$ cat config.mk
export PLATFORM = sky130hd
export DESIGN_NAME = spi_xfer_engine
export DESIGN_NICKNAME = d
export VERILOG_FILES = /design/src/rtl/spi_xfer_pkg.sv /design/src/rtl/spi_half_timer.sv /design/src/rtl/spi_dly_timer.sv /design/src/rtl/spi_shift_unit.sv /design/src/rtl/spi_xfer_engine.sv
export SDC_FILE = /design/constraint.sdc
export NUM_CORES = 1
export LEC_CHECK = 0
export BUFFER_PORTS_ARGS = -buffer_cell sky130_fd_sc_hd__buf_2
export CAP_MARGIN = 15
export CORE_MARGIN = 8
export CORE_UTILIZATION = 59
export DETAILED_ROUTE_END_ITERATION = 10
export HOLD_SLACK_MARGIN = 0.05
export PLACE_DENSITY = 0.79
export SLEW_MARGIN = 30
export SYNTH_ARGS = -nofsm -noshare
export SYNTH_HDL_FRONTEND = slang
export SYNTH_SLANG_ARGS = --single-unit
$ cat constraint.sdc
create_clock -name clk -period 6.5 [get_ports clk]
set_clock_uncertainty 0.1 [all_clocks]
set_input_delay 0.65 -clock clk [delete_from_list [all_inputs] [get_ports clk]]
set_output_delay 0.65 -clock clk [all_outputs]
set_load 0.01 [all_outputs]
$ cat src/rtl/spi_xfer_pkg.sv
package spi_xfer_pkg;

  typedef enum logic [1:0] {
    ST_IDLE,
    ST_LEAD,
    ST_SHIFT,
    ST_TRAIL
  } xfer_state_e;

  // 0 -> 16 bits, 8..15 -> same count, 1..7 reserved
  function automatic logic size_code_ok(input logic [3:0] code);
    return (code == 4'd0) || code[3];
  endfunction

  function automatic logic [4:0] size_code_bits(input logic [3:0] code);
    return (code == 4'd0) ? 5'd16 : {1'b0, code};
  endfunction

endpackage

$ cat src/rtl/spi_half_timer.sv
module spi_half_timer #(
  parameter int W = 8
) (
  input  logic         clk,
  input  logic         rst,
  input  logic         load,
  input  logic         run,
  input  logic [W-1:0] period,
  output logic         tick
);
  logic [W-1:0] cnt_q;

  always_ff @(posedge clk) begin
    if (rst) begin
      cnt_q <= '0;
    end else if (load) begin
      cnt_q <= period - 1'b1;
    end else if (run) begin
      cnt_q <= (cnt_q == '0) ? period - 1'b1 : cnt_q - 1'b1;
    end
  end

  assign tick = run && (cnt_q == '0);
endmodule

$ cat src/rtl/spi_dly_timer.sv
module spi_dly_timer #(
  parameter int W = 8
) (
  input  logic         clk,
  input  logic         rst,
  input  logic         load,
  input  logic [W-1:0] value,
  output logic         expired
);
  logic [W-1:0] cnt_q;

  always_ff @(posedge clk) begin
    if (rst) begin
      cnt_q <= '0;
    end else if (load) begin
      cnt_q <= value;
    end else if (cnt_q != '0) begin
      cnt_q <= cnt_q - 1'b1;
    end
  end

  assign expired = (cnt_q == '0);
endmodule

$ cat src/rtl/spi_shift_unit.sv
module spi_shift_unit #(
  parameter int DATA_W = 16,
  localparam int BIT_W = $clog2(DATA_W + 1)
) (
  input  logic              clk,
  input  logic              rst,
  input  logic              load,
  input  logic              load_cpha,
  input  logic [BIT_W-1:0]  load_bits,
  input  logic [DATA_W-1:0] load_word,
  input  logic              launch,
  input  logic              capture,
  input  logic              miso,
  output logic              mosi,
  output logic [DATA_W-1:0] rx_word
);
  logic [DATA_W-1:0] tx_sr_q;
  logic [DATA_W-1:0] rx_sr_q;
  logic              mosi_q;
  logic [DATA_W-1:0] aligned;

  // move bit n-1 of the word to the top of the shifter
  assign aligned = load_word << (BIT_W'(DATA_W) - load_bits);

  always_ff @(posedge clk) begin
    if (rst) begin
      tx_sr_q <= '0;
      rx_sr_q <= '0;
      mosi_q  <= 1'b0;
    end else if (load) begin
      rx_sr_q <= '0;
      if (!load_cpha) begin
        mosi_q  <= aligned[DATA_W-1];
        tx_sr_q <= aligned << 1;
      end else begin
        mosi_q  <= 1'b0;
        tx_sr_q <= aligned;
      end
    end else begin
      if (launch) begin
        mosi_q  <= tx_sr_q[DATA_W-1];
        tx_sr_q <= tx_sr_q << 1;
      end
      if (capture) begin
        rx_sr_q <= {rx_sr_q[DATA_W-2:0], miso};
      end
    end
  end

  assign mosi    = mosi_q;
  assign rx_word = rx_sr_q;
endmodule

$ cat src/rtl/spi_xfer_engine.sv
module spi_xfer_engine
  import spi_xfer_pkg::*;
#(
  parameter int DATA_W = 16,
  parameter int BAUD_W = 8,
  parameter int DLY_W  = 8,
  parameter int SIZE_W = 4,
  localparam int BIT_W  = $clog2(DATA_W + 1),
  localparam int EDGE_W = $clog2(2 * DATA_W + 1)
) (
  input  logic              clk,
  input  logic              rst,
  input  logic [SIZE_W-1:0] cfg_size,
  input  logic              cfg_cpol,
  input  logic              cfg_cpha,
  input  logic [BAUD_W-1:0] cfg_baud,
  input  logic [DLY_W-1:0]  cfg_pre_dly,
  input  logic [DLY_W-1:0]  cfg_post_dly,
  input  logic              start,
  input  logic [DATA_W-1:0] tx_word,
  input  logic              miso,
  output logic              sclk,
  output logic              mosi,
  output logic              cs_n,
  output logic [DATA_W-1:0] rx_word,
  output logic              done,
  output logic              err,
  output logic              busy
);
  xfer_state_e       state_q;
  logic              cs_n_q, sclk_q, cpol_q, cpha_q, done_q, err_q;
  logic [BIT_W-1:0]  nbits_q;
  logic [BAUD_W-1:0] baud_q;
  logic [DLY_W-1:0]  post_q;
  logic [EDGE_W-1:0] edge_q;
  logic [DATA_W-1:0] rx_q;
  logic [DATA_W-1:0] rx_sr;
  logic [BIT_W-1:0]  req_bits;

  logic req, cfg_ok, accept, reject;
  logic dly_load, dly_exp;
  logic [DLY_W-1:0] dly_val;
  logic half_load, half_run, tick;
  logic leading, capture, launch, last_edge;

  assign req      = (state_q == ST_IDLE) && start && (cfg_baud != '0);
  assign cfg_ok   = size_code_ok(cfg_size) && (cfg_baud != BAUD_W'(1));
  assign accept   = req && cfg_ok;
  assign reject   = req && !cfg_ok;
  assign req_bits = BIT_W'(size_code_bits(cfg_size));

  assign leading   = (sclk_q == cpol_q);
  assign capture   = tick && (leading != cpha_q);
  assign launch    = tick && (leading == cpha_q);
  assign last_edge = (edge_q == EDGE_W'({nbits_q, 1'b0} - 1'b1));

  assign dly_load  = accept || ((state_q == ST_SHIFT) && tick && last_edge);
  assign dly_val   = accept ? cfg_pre_dly : post_q;
  assign half_load = (state_q == ST_LEAD) && dly_exp;
  assign half_run  = (state_q == ST_SHIFT);

  spi_dly_timer #(.W(DLY_W)) dly_i (
    .clk(clk), .rst(rst), .load(dly_load), .value(dly_val), .expired(dly_exp)
  );

  spi_half_timer #(.W(BAUD_W)) half_i (
    .clk(clk), .rst(rst), .load(half_load), .run(half_run),
    .period(baud_q), .tick(tick)
  );

  spi_shift_unit #(.DATA_W(DATA_W)) shift_i (
    .clk(clk), .rst(rst), .load(accept), .load_cpha(cfg_cpha),
    .load_bits(req_bits), .load_word(tx_word), .launch(launch),
    .capture(capture), .miso(miso), .mosi(mosi), .rx_word(rx_sr)
  );

  always_ff @(posedge clk) begin
    if (rst) begin
      state_q <= ST_IDLE;
      cs_n_q  <= 1'b1;
      sclk_q  <= 1'b0;
      cpol_q  <= 1'b0;
      cpha_q  <= 1'b0;
      nbits_q <= '0;
      baud_q  <= '0;
      post_q  <= '0;
      edge_q  <= '0;
      rx_q    <= '0;
      done_q  <= 1'b0;
      err_q   <= 1'b0;
    end else begin
      done_q <= 1'b0;
      err_q  <= reject;
      unique case (state_q)
        ST_IDLE: begin
          sclk_q <= cfg_cpol;
          if (accept) begin
            state_q <= ST_LEAD;
            cs_n_q  <= 1'b0;
            cpol_q  <= cfg_cpol;
            cpha_q  <= cfg_cpha;
            nbits_q <= req_bits;
            baud_q  <= cfg_baud;
            post_q  <= cfg_post_dly;
          end
        end
        ST_LEAD: begin
          if (dly_exp) begin
            state_q <= ST_SHIFT;
            edge_q  <= '0;
          end
        end
        ST_SHIFT: begin
          if (tick) begin
            sclk_q <= ~sclk_q;
            edge_q <= edge_q + 1'b1;
            if (last_edge) state_q <= ST_TRAIL;
          end
        end
        ST_TRAIL: begin
          if (dly_exp) begin
            state_q <= ST_IDLE;
            cs_n_q  <= 1'b1;
            done_q  <= 1'b1;
            rx_q    <= rx_sr;
          end
        end
        default: state_q <= ST_IDLE;
      endcase
    end
  end

  assign sclk    = sclk_q;
  assign cs_n    = cs_n_q;
  assign rx_word = rx_q;
  assign done    = done_q;
  assign err     = err_q;
  assign busy    = (state_q != ST_IDLE);
endmodule

==> results of run 1 <==
==> registers in the layout, summed over array words and instances, names as in the netlist <==
| signal | flops |
|---|---|
| rx_word | 16 |
| cpol_q | 1 |
| nbits_q | 5 |
| state_q | 2 |
| done | 1 |
| cpha_q | 1 |
| shift_i.rx_word | 16 |
| half_i.cnt_q | 8 |
| cs_n | 1 |
| baud_q | 8 |
| sclk | 1 |
| dly_i.cnt_q | 8 |
| shift_i.mosi | 1 |
| post_q | 8 |
| edge_q | 6 |
| shift_i.tx_sr_q | 16 |
| err | 1 |
==> kinds of logic (layout without fill, tap and decap cells) <==
logic type | Yosys count | count (layout) | synth area share, %
multiplexers | 42 | 42 | 8.06
buffers and inverters | 73 | 118 | 5.60
AO/OA/AOI/OAI | 197 | 197 | 22.6
XOR/XNOR | 24 | 24 | 3.88
flip-flops | 100 | 100 | 33.6
adder cells (fa/ha/maj) | 12 | 12 | 2.52
AND/OR/NAND/NOR | 303 | 303 | 23.8
==> layout make-up <==
class | instances | share of cell area, %
clock buffers | 9 | 1.90
repair buffers | 77 | 6.21
well taps | 133 | 2.56
clock inverters | 7 | 1.33
inverters | 25 | 1.44
multi-input cells | 578 | 55.8
flip-flops and latches | 100 | 30.8
==> worst reg2reg max path, stage by stage, from the launching register on <==
cell                      delay, ps
sky130_fd_sc_hd__dfxtp_1        380
sky130_fd_sc_hd__nor4_1         600
sky130_fd_sc_hd__nand2_1        250
sky130_fd_sc_hd__nor2_1         310
sky130_fd_sc_hd__nand2_1        590
sky130_fd_sc_hd__mux2i_1        370
sky130_fd_sc_hd__nor2_1          90
==> power by group through the flow <==
stage / clock (mW) / sequential [mW] / combinational, mW
final: 0.403 / 0.803 / 1.09
after global routing: 0.442 / 0.819 / 1.22
after CTS: 0.415 / 0.799 / 1.08
after detailed placement: 0 / 0.813 / 1.07
after global placement: 0 / 0.805 / 1.04
after floorplan: 0 / 0.793 / 0.867
==> synthesized netlist by cell type, types with 6 or more instances <==
master | instances | area (µm²)
sky130_fd_sc_hd__nor2_1 | 74 | 278
sky130_fd_sc_hd__nor3_1 | 19 | 95.1
sky130_fd_sc_hd__a21o_1 | 6 | 45.0
sky130_fd_sc_hd__a21oi_1 | 64 | 320
sky130_fd_sc_hd__inv_1 | 23 | 86.3
sky130_fd_sc_hd__nor4_1 | 8 | 50.1
sky130_fd_sc_hd__a31oi_1 | 6 | 37.5
sky130_fd_sc_hd__mux2i_1 | 33 | 330
sky130_fd_sc_hd__dfxtp_1 | 100 | 2000
sky130_fd_sc_hd__clkbuf_1 | 21 | 78.8
sky130_fd_sc_hd__o211ai_1 | 13 | 97.6
sky130_fd_sc_hd__o21ai_0 | 30 | 150
sky130_fd_sc_hd__buf_2 | 18 | 90.1
sky130_fd_sc_hd__and3_1 | 10 | 62.6
sky130_fd_sc_hd__ha_1 | 12 | 150
sky130_fd_sc_hd__a22oi_1 | 8 | 60.1
sky130_fd_sc_hd__nand2b_1 | 13 | 81.3
sky130_fd_sc_hd__nand2_1 | 127 | 477
sky130_fd_sc_hd__nand3_1 | 12 | 60.1
sky130_fd_sc_hd__xor2_1 | 9 | 78.8
sky130_fd_sc_hd__a211oi_1 | 12 | 90.1
sky130_fd_sc_hd__xnor2_1 | 13 | 114
==> through the flow <==
stage / hold slack, ps / util (%)
3_5_place_dp: 345 / 64.3
2_1_floorplan: 332 / -
3_3_place_gp: 342 / 64.3
4_1_cts: 362 / 66.5
5_1_grt: 390 / 66.6
6_report: 360 / 66.6
==> cell usage in the layout, fill, tap and decap left out, drive strengths merged, types with 5 or more instances in the layout <==
cell type / n
a211oi: 13
a21boi: 8
a21o: 6
a21oi: 66
a221oi: 5
a22oi: 8
a31oi: 7
and3: 11
buf: 77
clkbuf: 9
clkinv: 6
dfxtp: 100
ha: 12
inv: 26
mux2: 5
mux2i: 33
nand2: 129
nand2b: 13
nand3: 12
nand4: 5
nor2: 75
nor3: 20
nor3b: 5
nor4: 9
o211ai: 13
o21ai: 31
o22ai: 6
o31ai: 5
xnor2: 13
xor2: 10
==> metal layers <==
metal  part of all wire (%)  wire (µm)  GRT usage (%)  vias to the layer above
met5                      0          0              0                        -
met4                    1.9        286           8.11                        0
met3                    6.1        926           4.71                       22
met2                     48       7280           39.1                      166
met1                     44       6620           27.8                     2583
li1                       -          -              -                     2760
==> final timing paths <==
path,startpoint,endpoint,cells past startpoint
setup / recovery,cfg_size[0],shift_i.tx_sr_q[2],8
hold / removal,rx_word[15],rx_word[15],2
setup reg to reg,half_i.cnt_q[3],shift_i.rx_word[8],6
hold reg to reg,rx_word[15],rx_word[15],2
==> impl_metrics.py, run 1 <==
metrics = {
    "drt": {
        "detail_route.iter0.violations": 460,
        "dr.pass1.iters": 5,
        "routed_wirelength_mm": 15.1,
        "wire_per_inst_um": 16.3,
        "viasPerCell": 5.95,
        "vias": 5531,
        "detail_route.drc_violations": 0,
        "postRouteAntennaNets": 0,
    },
    "power_and_ir_drop": {
        "p_clk_share_pct": 17.5,
        "design_power_mw": 2.30,
        "total_internal_power_mw": 1.29,
        "p_seq_share_pct": 34.9,
        "power_leakage_nw": 2.70,
        "total_switching_power_mw": 1.01,
        "pwr_density_cell_nw_per_um2": 353,
        "power.share.combinational_pct": 47.5,
        "power.switching_fraction_pct": 44.0,
        "max-vdd-ir-drop_mv": 0.204,
    },
    "clock_tree": {
        "path_clk_slew_ps": 110,
        "post_cts_resized": 0,
        "clock_tree.root_cell": "sky130_fd_sc_hd__clkbuf_8",
        "ctsLongestPathBuffers": 2,
        "ctsHtreeMaxLevel": 3,
        "clk_latency_ps": 380,
        "cts_hold_buf": 0,
        "clock_tree_from_tritoncts": "done",
        "numCtsBuffers": 9,
        "numClockSinks": 100,
        "cts_setup_buffers": 0,
    },
    "placed_design": {
        "pre_cts_ws_ps": 2370,
        "count_of_input_and_output_buffers": 71,
        "placement.cell_area_um2": 6290,
        "place.detailed.hpwl_mm": 11.0,
        "gp_routability_congestion": 0.903,
        "place_inst": 912,
    },
    "finish": {
        "fin_area_um2": 6510,
        "drive_above_1_share_pct": 16.3,
        "diodes": 0,
        "finish.cell_count_without_fillers": 929,
        "nNetsFinal": 853,
        "final-seq-area_um2": 2000,
        "fillers": 847,
        "multi_input_comb_area_um2": 3630,
        "layout_area_growth_over_synthesis_pct": 9.15,
    },
    "floorplanning": {
        "placement_rows": 36,
        "die-height_um": 117,
        "die-width_um": 117,
        "die_area_um2": 13600,
        "floorplan.initialDensity_pct": 61.0,
        "core_um2": 9770,
        "floorplan.io_pins": 72,
    },
    "status": {
        "status": "complete, no violations",
    },
    "critical_path": {
        "worst_setup_path_start_kind": "primary input",
        "worst_path_largest_cell_delay_ps": 1030,
        "critical_path.slowest_cell": "sky130_fd_sc_hd__ha_1",
        "crit_arrival_ps": 3930,
        "rrSetupSlack_ps": 3720,
        "cp_max_fo": 29,
        "crit_type": "primary input to register",
        "worstPathBufferInverterCount": 3,
        "timing.critical_path.to_type": "register",
        "worst_ep_required_time_ps": 6630,
        "path_common_cell": "sky130_fd_sc_hd__clkinv_1",
        "cell_class_contributing_the_biggest_share_of_worst_path_delay": "buffers and inverters",
        "timing.critical_path.cells": "buf_2 > clkinv_1 > ha_1 > clkinv_1 > and4_1 > or2_2 > a311oi_1 > a211oi_1",
    },
    "yosys": {
        "async_flop_share_pct": 0,
        "synth.cell_area_um2": 5960,
        "ys.flop_type": "sky130_fd_sc_hd__dfxtp_1",
        "synth-edff-count": 0,
        "postSynthNetCount": 813,
        "synth.yosys.warnings": 0,
        "post_synthesis_register_bit_count": 100,
        "proportion_of_synthesized_chip_area_in_sequential_cells_pct": 33.6,
        "netlist-cell-type-count": 84,
        "synth.avg_cell_area_um2": 7.94,
        "synth_cells": 751,
    },
    "grt": {
        "first_global_vias": 5428,
        "overflow": 0,
        "global_route_wire_length_before_repair_mm": 25.3,
        "grt_start_max_net_pins": 74,
        "antenna_violations_before_repair": 0,
        "grt_use_total_pct": 22.8,
    },
    "sta": {
        "timing.setup.tns_ps": 0,
        "timing.final.setup_violations": 0,
        "max_freq_mhz": 263,
        "fin_crit_sh_pct": 58.6,
        "min_period_ps": 3810,
        "timing.final.ws_setup_ps": 2690,
        "grt_setup_unrepaired": "no",
        "maxSlewViolCount": 0,
        "slew_headroom_pct": 37.4,
        "hold_viol_final": 0,
        "worst_max_slew_pin_slew_ps": 939,
    },
    "flow_run": {
        "max_cap_violations": 0,
    },
    "hold_path": {
        "min_path_type": "register to register",
    },
}
No activity file was read; power rests on OpenSTA's default activity.
==> run 2, diff against run 1 <==
==> constraint.sdc (replaced) <==
create_clock -name clk -period 4 [get_ports clk]
set_clock_uncertainty 0.1 [all_clocks]
set_input_delay 0.4 -clock clk [delete_from_list [all_inputs] [get_ports clk]]
set_output_delay 0.4 -clock clk [all_outputs]
set_load 0.01 [all_outputs]
==> impl_metrics.py, run 2 (same netlist as run 1, synthesis figures left out) <==
metrics = {
    "finish": {
        "diodes": 0,
        "nNetsFinal": 857,
        "fin_area_um2": 6530,
        "drive_above_1_share_pct": 16.8,
        "layout_area_growth_over_synthesis_pct": 9.46,
        "layout_commonest_cell": "sky130_fd_sc_hd__nand2_1",
        "final_cell_mix": "127 x sky130_fd_sc_hd__nand2_1, 100 x sky130_fd_sc_hd__dfxtp_1, 74 x sky130_fd_sc_hd__nor2_1",
    },
    "clock_tree": {
        "clock_tree_from_tritoncts": "done",
        "clk_latency_ps": 400,
        "numClockSinks": 100,
        "cts_setup_buffers": 0,
        "ctsHtreeMaxLevel": 3,
        "ctsLongestPathBuffers": 2,
        "path_clk_slew_ps": 100,
        "clock_tree.root_cell": "sky130_fd_sc_hd__clkbuf_8",
        "post_cts_resized": 0,
        "numCtsBuffers": 9,
        "cts_hold_buf": 0,
    },
    "floorplanning": {
        "die_area_um2": 13600,
        "core_um2": 9770,
        "floorplan.initialDensity_pct": 61.0,
        "die-height_um": 117,
        "placement_rows": 36,
        "floorplan.io_pins": 72,
        "die-width_um": 117,
    },
    "sta": {
        "timing.hold.ws_ps": 138,
        "hold_viol_final": 0,
        "grt_setup_unrepaired": "no",
        "min_period_ps": 3260,
        "timing.setup.tns_ps": 0,
        "maxSlewViolCount": 0,
        "timing.final.setup_violations": 0,
        "slew_headroom_pct": 43.4,
        "timing.final.ws_setup_ps": 738,
        "fin_crit_sh_pct": 81.5,
        "max_freq_mhz": 307,
        "worst_max_slew_pin_slew_ps": 847,
    },
    "drt": {
        "routed_wirelength_mm": 15.3,
        "detail_route.iter0.violations": 472,
        "viasPerCell": 5.96,
        "detail_route.drc_violations": 0,
        "vias": 5563,
        "wire_per_inst_um": 16.4,
        "postRouteAntennaNets": 0,
        "dr.pass1.iters": 5,
    },
    "power_and_ir_drop": {
        "pwr_density_cell_nw_per_um2": 572,
        "power_leakage_nw": 2.72,
        "max-vdd-ir-drop_mv": 0.426,
    },
    "critical_path": {
        "timing.critical_path.to_type": "register",
        "timing.critical_path.cells": "buf_2 > clkinv_1 > ha_1 > or3b_1 > a21boi_1 > o32ai_1 > o22ai_2 > a22oi_1 > o32ai_1",
        "path_common_cell": "sky130_fd_sc_hd__o32ai_1",
        "worst_setup_path_start_kind": "primary input",
        "critical_path.slowest_cell": "sky130_fd_sc_hd__or3b_1",
        "crit_type": "primary input to register",
        "worst_path_largest_cell_delay_ps": 640,
        "crit_arrival_ps": 3410,
        "cell_class_contributing_the_biggest_share_of_worst_path_delay": "compound AO/OA/AOI/OAI gates",
        "worst_ep_required_time_ps": 4150,
        "cp_max_fo": 29,
        "worstPathBufferInverterCount": 2,
    },
    "flow_run": {
        "max_cap_violations": 0,
    },
    "grt": {
        "antenna_violations_before_repair": 0,
        "global_route_wire_length_before_repair_mm": 25.1,
        "grt_start_max_net_pins": 47,
        "overflow": 0,
        "first_global_vias": 5226,
        "grt_use_total_pct": 23.1,
    },
    "placed_design": {
        "gp_routability_congestion": 0.913,
        "count_of_input_and_output_buffers": 71,
        "placement.cell_area_um2": 6320,
        "pre_cts_ws_ps": 416,
        "place.detailed.hpwl_mm": 11.2,
    },
    "hold_path": {
        "min_path_type": "primary input to register",
    },
    "status": {
        "status": "complete, no violations",
    },
}
-- run 2: area by class of cell --
class	count	area, µm²
clock buffers	9	124
flip-flops and latches	100	2000
multi-input cells	578	3630
inverters	25	93.8
fillers	852	3250
well taps	133	166
repair buffers	81	430
clock inverters	7	78.8
-- run 2: stage by stage --
| step | utilization, % | power [mW] | instances |
|---|---|---|---|
| global route | 66.8 | 4.02 | 933 |
| floorplan | - | 2.70 | 751 |
| global placement | 64.7 | 3.00 | 917 |
| detailed placement | 64.7 | 3.07 | 917 |
| finish | 66.8 | 3.73 | 933 |
| CTS | 66.8 | 3.72 | 933 |
-- run 2: where the power goes --
part	internal, mW	total, mW	switching (mW)	leakage, nW
clock network	0.247	0.638	0.391	0.102
logic	0.684	1.79	1.10	1.80
registers	1.16	1.30	0.147	0.813
-- run 2: worst paths after layout --
path / from / to / slack (ps) / cells after the start
max: cfg_size[0] / shift_i.tx_sr_q[15] / 740 / 9
min reg2reg: rx_word[6] / rx_word[6] / 360 / 2
max reg2reg: dly_i.cnt_q[0] / rx_word[9] / 1250 / 7
min: miso / shift_i.rx_word[0] / 140 / 3
-- run 2: per-layer routing --
metal,vias to the layer above,GRT usage (%),wire (µm),share of wire [%]
li1,2763,-,-,-
met1,2594,28.7,6720,44
met2,182,38.2,7280,47
met3,24,5.12,993,6.5
met4,0,8.79,335,2.2
met5,-,0,0,0
-- run 2: worst min-delay path, stage by stage --
cell and delay (ps):
sky130_fd_sc_hd__buf_2 80, sky130_fd_sc_hd__mux2i_1 50, sky130_fd_sc_hd__nor2_1 70
==> run 3, diff against run 2 <==
--- a/config.mk
+++ b/config.mk
@@ -8,10 +8,10 @@
 export BUFFER_PORTS_ARGS = -buffer_cell sky130_fd_sc_hd__buf_2
 export CAP_MARGIN = 15
 export CORE_MARGIN = 8
-export CORE_UTILIZATION = 59
+export CORE_UTILIZATION = 53
 export DETAILED_ROUTE_END_ITERATION = 10
 export HOLD_SLACK_MARGIN = 0.05
-export PLACE_DENSITY = 0.79
+export PLACE_DENSITY = 0.75
 export SLEW_MARGIN = 30
 export SYNTH_ARGS = -nofsm -noshare
 export SYNTH_HDL_FRONTEND = slang
==> constraint.sdc (replaced) <==
create_clock -name clk -period 2.7 [get_ports clk]
set_clock_uncertainty 0.1 [all_clocks]
set_input_delay 0.27 -clock clk [delete_from_list [all_inputs] [get_ports clk]]
set_output_delay 0.27 -clock clk [all_outputs]
set_load 0.01 [all_outputs]
==> impl_metrics.py, run 3 (same netlist as run 1, synthesis figures left out) <==
metrics = {
    "sta": {
        "slew_headroom_pct": 47.0,
        "grt_setup_unrepaired": "no",
        "timing.setup.tns_ps": 0,
        "min_period_ps": 2440,
        "maxSlewViolCount": 0,
        "max_freq_mhz": 410,
        "worst_max_slew_pin_slew_ps": 795,
        "fin_crit_sh_pct": 90.4,
        "timing.hold.ws_ps": 55.6,
        "hold_viol_final": 0,
        "timing.final.setup_violations": 0,
    },
    "power_and_ir_drop": {
        "total_internal_power_mw": 3.64,
        "max-vdd-ir-drop_mv": 0.617,
        "power_leakage_nw": 3.00,
        "p_clk_share_pct": 20.8,
        "pwr_density_cell_nw_per_um2": 861,
        "power.switching_fraction_pct": 40.2,
        "total_switching_power_mw": 2.44,
        "power.share.combinational_pct": 47.3,
        "p_seq_share_pct": 31.9,
    },
    "clock_tree": {
        "clk_latency_ps": 380,
        "numCtsBuffers": 9,
        "clock_tree.root_cell": "sky130_fd_sc_hd__clkbuf_8",
        "clock_tree_from_tritoncts": "done",
        "path_clk_slew_ps": 100,
        "ctsLongestPathBuffers": 2,
        "ctsHtreeMaxLevel": 3,
        "numClockSinks": 100,
    },
    "status": {
        "status": "complete, no violations",
    },
    "critical_path": {
        "cell_class_contributing_the_biggest_share_of_worst_path_delay": "buffers and inverters",
        "worst_path_largest_cell_delay_ps": 530,
        "crit_arrival_ps": 2620,
        "worstPathBufferInverterCount": 3,
        "crit_type": "primary input to register",
        "critical_path.slowest_cell": "sky130_fd_sc_hd__dlygate4sd3_1",
        "cp_max_fo": 27,
        "worst_ep_required_time_ps": 2880,
        "timing.critical_path.to_type": "register",
        "timing.critical_path.cells": "dlygate4sd3_1 > buf_2 > nor4_2 > nor3_2 > buf_4 > a31oi_2 > o21ai_0 > and3_1",
        "worst_setup_path_start_kind": "primary input",
    },
    "drt": {
        "routed_wirelength_mm": 16.7,
        "viasPerCell": 5.86,
        "wire_per_inst_um": 16.8,
        "detail_route.drc_violations": 0,
        "vias": 5815,
        "dr.pass1.iters": 5,
        "postRouteAntennaNets": 0,
        "detail_route.iter0.violations": 534,
    },
    "floorplanning": {
        "placement_rows": 38,
        "floorplan.io_pins": 72,
        "die_area_um2": 14900,
        "core_um2": 10900,
        "floorplan.initialDensity_pct": 54.8,
        "die-width_um": 122,
        "die-height_um": 122,
    },
    "placed_design": {
        "place.detailed.hpwl_mm": 12.2,
        "gp_routability_congestion": 0.993,
        "count_of_input_and_output_buffers": 71,
    },
    "finish": {
        "nNetsFinal": 909,
        "layout_area_growth_over_synthesis_pct": 18.3,
        "drive_above_1_share_pct": 20.3,
        "final_cell_mix": "127 x sky130_fd_sc_hd__nand2_1, 100 x sky130_fd_sc_hd__dfxtp_1, 74 x sky130_fd_sc_hd__nor2_1",
        "diodes": 0,
        "layout_commonest_cell": "sky130_fd_sc_hd__nand2_1",
    },
    "grt": {
        "overflow": 0,
        "grt_start_max_net_pins": 73,
        "grt_use_total_pct": 22.6,
        "global_route_wire_length_before_repair_mm": 27.8,
        "first_global_vias": 5793,
        "antenna_violations_before_repair": 0,
    },
    "hold_path": {
        "min_path_type": "primary input to register",
    },
    "flow_run": {
        "max_cap_violations": 0,
    },
}
==> run 3: tightest hold or removal path, delay by kind of cell <==
kind / cells / cell delay [ps]
AND/OR/NAND/NOR: 1 / 60
buffers and inverters: 1 / 110
AO/OA/AOI/OAI: 1 / 60
==> run 3: worst paths after layout <==
kind | from | end | slack (ps) | cells after the start
setup / recovery | cfg_baud[1] | dly_i.cnt_q[2] | 260 | 8
hold / removal | cfg_baud[3] | baud_q[3] | 60 | 3
hold reg to reg | rx_word[8] | rx_word[8] | 360 | 2
setup reg to reg | half_i.cnt_q[0] | dly_i.cnt_q[4] | 280 | 8
==> run 3: cell type report <==
cell class	instances	area, µm²
Multi-Input combinational cell	578	3640
Inverter	25	93.8
Clock inverter	6	134
Fill cell	930	3830
Timing Repair Buffer	133	871
Tap cell	140	175
Sequential cell	100	2000
Clock buffer	10	138
==> run 3: metal layers <==
layer  GRT usage, %  up-vias  share of wire (%)
met2           38.6      194                 48
met3           5.55       23                7.2
li1               -     2864                  -
met1           27.6     2734                 43
met4           6.78        0                1.6
met5              0        -                  0
==> run 3: stage by stage <==
stage	util [%]	setup WS [ps]	total power, mW	cells	cell area, µm²
after floorplan	-	35.0	4.00	751	5960
after global placement	60.8	-85.3	4.67	961	6620
after detailed placement	60.8	-58.7	4.75	961	6620
after CTS	64.7	179	6.05	992	7050
after global routing	64.8	58.3	6.50	992	7060
final	64.8	259	6.08	992	7060
==> run 3: power groups by stage <==
stage               Clock [mW]  Combinational, mW  Sequential [mW]
floorplan                    0               2.09             1.91
global placement             0               2.72             1.94
detailed placement           0               2.80             1.96
CTS                       1.28               2.84             1.93
global route              1.33               3.19             1.97
finish                    1.26               2.87             1.94
==> run 3: timing repair <==
item / 4_1_cts / 5_1_grt
hold buffers: 15 / 0
gates resized for setup: 0 / 2
setup endpoints to repair: 0 / 3
buffers inserted: 0 / 0
hold endpoints to repair: 15 / 0
